File: config.mk
export PLATFORM = sky130hd
export DESIGN_NAME = kbd_resp_queue
export DESIGN_NICKNAME = d
export VERILOG_FILES = /design/src/rtl/kbd_pkg.sv /design/src/rtl/kbd_xlate.sv /design/src/rtl/kbd_cmd_resp.sv /design/src/rtl/kbd_fifo.sv /design/src/rtl/kbd_resp_queue.sv
export SDC_FILE = /design/constraint.sdc
export NUM_CORES = 2
export LEC_CHECK = 0
export ABC_AREA = 1
export CAP_MARGIN = 20
export CORE_UTILIZATION = 46
export DETAILED_ROUTE_END_ITERATION = 10
export GPL_TIMING_DRIVEN = 0
export PLACE_DENSITY = 0.59
export SLEW_MARGIN = 20
export SYNTH_ARGS = -nofsm -noshare
export SYNTH_HDL_FRONTEND = slang
export SYNTH_SLANG_ARGS = --single-unit
export TNS_END_PERCENT = 30
File: constraint.sdc
create_clock -name clk -period 46.6 [get_ports clk]
set_input_delay 9.32 -clock clk [delete_from_list [all_inputs] [get_ports clk]]
set_output_delay 9.32 -clock clk [all_outputs]
set_load 0.01 [all_outputs]
File: src/rtl/kbd_pkg.sv
package kbd_pkg;
  localparam int BYTE_W    = 8;
  localparam int KEY_IDX_W = 7;
  localparam int KEY_COUNT = 1 << KEY_IDX_W;

  localparam logic [BYTE_W-1:0] CMD_RESET   = 8'h01;
  localparam logic [BYTE_W-1:0] CMD_LAYOUT  = 8'h07;
  localparam logic [BYTE_W-1:0] RSP_RESET0  = 8'hFF;
  localparam logic [BYTE_W-1:0] RSP_RESET1  = 8'h05;
  localparam logic [BYTE_W-1:0] RSP_LAYOUT0 = 8'hFE;
  localparam logic [BYTE_W-1:0] RSP_LAYOUT1 = 8'h20;

  typedef struct packed {
    logic              valid;
    logic [BYTE_W-1:0] data;
  } push_t;

  // Placeholder mapping; real table is supplied by the integrator.
  function automatic logic [KEY_COUNT*BYTE_W-1:0] default_keymap();
    logic [KEY_COUNT*BYTE_W-1:0] m;
    m = '0;
    for (int i = 0; i < KEY_COUNT; i++) begin
      m[i*BYTE_W +: BYTE_W] = BYTE_W'((i * 37 + 11) % 128);
    end
    return m;
  endfunction
endpackage

File: src/rtl/kbd_xlate.sv
module kbd_xlate
  import kbd_pkg::*;
#(
  parameter int IDX_W = KEY_IDX_W,
  parameter logic [(1<<IDX_W)*BYTE_W-1:0] MAP = default_keymap()
) (
  input  logic [IDX_W:0]     key_code,
  output logic [BYTE_W-1:0]  code_out
);
  logic [BYTE_W-1:0] entry;

  always_comb begin
    entry    = MAP[key_code[IDX_W-1:0]*BYTE_W +: BYTE_W];
    code_out = entry | {key_code[IDX_W], {(BYTE_W-1){1'b0}}};
  end
endmodule

File: src/rtl/kbd_cmd_resp.sv
module kbd_cmd_resp
  import kbd_pkg::*;
(
  input  logic              clk,
  input  logic              rst,
  input  logic              cmd_valid,
  input  logic [BYTE_W-1:0] cmd_byte,
  output logic              cmd_ready,
  output logic              hit,
  output push_t             push
);
  logic              pend_q;
  logic [BYTE_W-1:0] pend_byte_q;
  logic              known;
  logic [BYTE_W-1:0] first_b, second_b;

  always_comb begin
    known    = 1'b1;
    first_b  = '0;
    second_b = '0;
    unique case (cmd_byte)
      CMD_RESET:  begin first_b = RSP_RESET0;  second_b = RSP_RESET1;  end
      CMD_LAYOUT: begin first_b = RSP_LAYOUT0; second_b = RSP_LAYOUT1; end
      default:    known = 1'b0;
    endcase
    cmd_ready  = !pend_q;
    hit        = cmd_valid && cmd_ready && known;
    push.valid = pend_q || hit;
    push.data  = pend_q ? pend_byte_q : first_b;
  end

  always_ff @(posedge clk) begin
    if (rst) begin
      pend_q      <= 1'b0;
      pend_byte_q <= '0;
    end else if (pend_q) begin
      pend_q <= 1'b0;
    end else if (hit) begin
      pend_q      <= 1'b1;
      pend_byte_q <= second_b;
    end
  end
endmodule

File: src/rtl/kbd_fifo.sv
module kbd_fifo
  import kbd_pkg::*;
#(
  parameter int DEPTH = 256,
  localparam int PTR_W = $clog2(DEPTH),
  localparam int CNT_W = PTR_W + 1
) (
  input  logic              clk,
  input  logic              rst,
  input  push_t             push,
  input  logic              pop,
  output logic [BYTE_W-1:0] pop_data,
  output logic              pop_ack,
  output logic [CNT_W-1:0]  fill,
  output logic              push_taken,
  output logic              pop_taken
);
  localparam logic [CNT_W-1:0] FULL_CNT = CNT_W'(DEPTH);
  localparam logic [PTR_W-1:0] LAST_PTR = PTR_W'(DEPTH - 1);

  logic [BYTE_W-1:0] mem [DEPTH];
  logic [PTR_W-1:0]  wptr, rptr;

  always_comb begin
    push_taken = push.valid && (fill != FULL_CNT);
    pop_taken  = pop && (fill != '0);
  end

  always_ff @(posedge clk) begin
    if (push_taken) mem[wptr] <= push.data;
  end

  always_ff @(posedge clk) begin
    if (rst) begin
      wptr     <= '0;
      rptr     <= '0;
      fill     <= '0;
      pop_data <= '0;
      pop_ack  <= 1'b0;
    end else begin
      pop_ack  <= pop;
      pop_data <= pop_taken ? mem[rptr] : '0;
      if (push_taken) wptr <= (wptr == LAST_PTR) ? '0 : wptr + 1'b1;
      if (pop_taken)  rptr <= (rptr == LAST_PTR) ? '0 : rptr + 1'b1;
      case ({push_taken, pop_taken})
        2'b10:   fill <= fill + 1'b1;
        2'b01:   fill <= fill - 1'b1;
        default: fill <= fill;
      endcase
    end
  end
endmodule

File: src/rtl/kbd_resp_queue.sv
module kbd_resp_queue
  import kbd_pkg::*;
#(
  parameter int DEPTH = 256,
  parameter logic [KEY_COUNT*BYTE_W-1:0] KEY_MAP = default_keymap()
) (
  input  logic              clk,
  input  logic              rst,
  input  logic              key_valid,
  output logic              key_ready,
  input  logic [BYTE_W-1:0] key_code,
  input  logic              cmd_valid,
  output logic              cmd_ready,
  input  logic [BYTE_W-1:0] cmd_byte,
  input  logic              rd_req,
  output logic              rd_ack,
  output logic [BYTE_W-1:0] rd_data,
  output logic              rx_avail
);
  localparam int CNT_W = $clog2(DEPTH) + 1;

  logic              cmd_hit;
  push_t             resp_push, q_push;
  logic [BYTE_W-1:0] key_xl;
  logic [CNT_W-1:0]  fill;
  logic              push_taken, pop_taken;

  kbd_cmd_resp u_resp (
    .clk(clk), .rst(rst), .cmd_valid(cmd_valid), .cmd_byte(cmd_byte),
    .cmd_ready(cmd_ready), .hit(cmd_hit), .push(resp_push)
  );

  kbd_xlate #(.IDX_W(KEY_IDX_W), .MAP(KEY_MAP)) u_xlate (
    .key_code(key_code), .code_out(key_xl)
  );

  always_comb begin
    key_ready = cmd_ready && !cmd_hit;
    if (resp_push.valid) q_push = resp_push;
    else                 q_push = '{valid: key_valid && key_ready, data: key_xl};
  end

  kbd_fifo #(.DEPTH(DEPTH)) u_fifo (
    .clk(clk), .rst(rst), .push(q_push), .pop(rd_req),
    .pop_data(rd_data), .pop_ack(rd_ack), .fill(fill),
    .push_taken(push_taken), .pop_taken(pop_taken)
  );

  always_ff @(posedge clk) begin
    if (rst)             rx_avail <= 1'b0;
    else if (push_taken) rx_avail <= 1'b1;
    else if (pop_taken)  rx_avail <= (fill > CNT_W'(1));
  end
endmodule

==> results.tsv <==
metric	value	unit
end of the worst register-to-register path	u_fifo.pop_data[3]$_SDFF_PP0_	
All-Layer GR Usage	35.4	%
unrepaired setup endpoints after global routing	no	
Hold Fails Final Rpt	0	
period utilisation layout	44.1	%
Yosys Warn Count	0	
post-CTS setup buffer count	0	
P_leak	39.2	nW
post-synthesis cell type count	44	
routed len/inst	30.7	um
Reg clk slew, reported paths	0.06	ns
global-route wire length before repair	478	mm
Critical Path RT	37.28	ns
cts bufs inserted	215	
port bufs	32	
final setup skew	0.0660	ns
RePlAce Congestion	1.02	
DRC viols	0	
Max Cap Viol	0	
busiest grt layer	met2	
worst skew pair latency	0.90	ns
Reg2Reg Setup Slack	41.78	ns
R2R depth	11	
largest net degree at the start of global routing	63	
r2r startpoint	u_fifo.rptr[1]$_SDFFE_PP0P_	
post-synthesis async set-or-reset flop share	0	%
outcome	complete, no violations	
Core Region	193000	um^2
synthesized cell area	89200	um^2
die footprint	196000	um^2
CP delay by family, top	buffers and inverters	
height of the die	442	um
CP Cell Sequence	clkdlybuf4s50_1, nor2_1, nand2_1, nor3_4, a21boi_0, nand3_1, inv_1, nor2_1, clkdlybuf4s50_1	
Final Max Slew Viols	0	
CP Launch Type	primary input	
CP Data Arrival Time	11.22	ns
HPWL Detailed	252	mm
Mean Syn Cell Area	10.6	um^2
share of layout cells above drive strength 1	8.32	%
syn nets	8487	
commonest non-fill, non-tap cell in the layout	nand2_1	
register area share after synthesis	69.8	%
Initial Utilization	46.3	%
final setup vio count	0	
CTS resizes	0	
clk sinks	2086	
Max Freq	48.7	MHz
nets@finish	8834	
met2 Use GR	51.8	%
IO Count	33	
VDD IR-drop max	34.5	uV
Critical Path Fanout Max	5	
initial antenna violation count	30	
Worst Hold Launch	u_resp.pend_byte_q[2]$_SDFFE_PP0P_	
fillers	17000	
min-delay worst type	reg -> reg	
clk buf depth	3	
number of global-route vias before repair	61000	
setup total negative slack	0	ns
met3 GRT Util	10.1	%
relative slew slack	8.53	%
Worst setup EP type	primary output	
PwrDens	55.1	nW/um^2
grt total ovfl	0	
Area Growth Syn to Fin	13.9	%
utilization after layout	52.7	%
Critical Path Max Stage Delay	0.52	ns
Post-synth EDFFs	2048	
ys flop type	edfxtp_1	
Post-DRT Antenna Nets	0	
drt first-iter violations	11300	
Final Critical Period	20.54	ns
DRT Wirelength	353	mm
most frequent cells in the layout	nand2_1, edfxtp_1, nor2_1	
chip width	442	um
post-cts hold buffer count	0	
slew of the pin with the lowest slew margin	1.37	ns
Pre-antenna DRT Iters	10	
FP Rows	161	
hold path endpoint	u_resp.pend_byte_q[2]$_SDFFE_PP0P_	
Post-Syn Instances	8449	
vias per cell	5.81	
vias	66900	
Crit-path slowest cell	clkdlybuf4s50_1	
Setup Crit Path Kind	in -> out	
Buf/Inv on CP	3	
Root Buffer	clkbuf_16	
CTS tree	done	
number of synthesized register bits	2086	
H-tree Lvls	4	
Worst Hold Depth	2	
M1 GR Usage	47.0	%
==> tightest hold or removal path, cell delays in order (launching register included) <==
cell and delay, ns:
dfxtp_1 0.31, nand2_1 0.06, a21oi_1 0.05
==> stage by stage <==
stage	std cells	worst slack, ns	power [mW]	cell area (um^2)	hold slack (ns)
2_1_floorplan	8449	24.27	3.02	89200	0.446
3_3_place_gp	11000	5.79	3.88	92700	0.455
3_5_place_dp	11100	26.07	3.84	94700	0.459
4_1_cts	11500	26.06	5.50	101000	0.468
5_1_grt	11500	25.88	5.70	102000	0.485
6_report	11500	26.06	5.60	102000	0.469
==> kinds of logic after synthesis <==
| logic type | synth area share [%] |
|---|---|
| compound gates | 4.06 |
| xor+xnor | 0.0589 |
| fa+ha+maj | 0.238 |
| buf+inv | 6.10 |
| flops | 69.8 |
| simple gates | 19.7 |
==> routing by layer <==
layer | part of all wire [%] | vias to the layer above | wire [um]
li1 | - | 28800 | -
met1 | 37 | 32600 | 132000
met2 | 43 | 4549 | 151000
met3 | 13 | 914 | 45400
met4 | 6.8 | 24 | 24100
met5 | 0.047 | - | 167
==> synthesized netlist by cell type (7+ instances only) <==
master	instances	area share, %
edfxtp_1	2048	69
inv_1	799	3.4
nor3_1	7	0.039
buf_4	56	0.47
or2_2	21	0.15
o21ai_0	456	2.6
ha_1	17	0.24
buf_2	182	1.0
nand4_1	11	0.077
a21oi_1	127	0.71
clkbuf_1	158	0.66
nand2_1	2409	10
o211ai_1	63	0.53
dfxtp_1	38	0.85
o21ai_1	29	0.16
nor2_1	1131	4.8
inv_2	7	0.029
nand3_1	771	4.3
buf_1	43	0.18
buf_6	27	0.34
==> worst max path at each step <==
stage	startpoint	endpoint	slack, ns	cells after the start
final	cmd_byte[5]	key_ready	26.06	9
after global routing	cmd_byte[5]	key_ready	25.88	9
after CTS	cmd_byte[5]	key_ready	26.06	9
after detailed placement	cmd_byte[5]	key_ready	26.07	9
after global placement	key_code[2]	u_fifo.mem[208][5]$_DFFE_PP_	5.79	9
after floorplan	key_code[0]	u_fifo.mem[0][5]$_DFFE_PP_	24.27	10
==> registers in the layout (all words and copies together) (netlist names) <==
signal	cells
u_fifo.pop_data	8
u_resp.pend_q	1
u_fifo.pop_ack	1
u_fifo.rptr	8
rx_avail	1
u_fifo.wptr	8
u_fifo.fill	9
u_resp.pend_byte_q	2
u_fifo.mem	2048
==> power breakdown <==
part | internal [mW] | switching, mW | total (mW)
clock | 0.939 | 0.766 | 1.70
sequential | 2.09 | 0.00408 | 2.10
combinational | 0.404 | 1.39 | 1.80
==> layout make-up <==
| class | instances | area, um^2 | area share, % |
|---|---|---|---|
| multi-input cells | 5084 | 21600 | 21.3 |
| flip-flops and latches | 2086 | 62300 | 61.3 |
| clock buffers | 264 | 5590 | 5.51 |
| well taps | 2526 | 3160 | 3.11 |
| inverters | 812 | 3050 | 3.00 |
| repair buffers | 130 | 2220 | 2.19 |
| plain buffers | 467 | 2420 | 2.38 |
| diodes | 10 | 25.0 | 0.0246 |
| clock inverters | 137 | 1220 | 1.21 |
No activity file was read; power rests on OpenSTA's default activity.
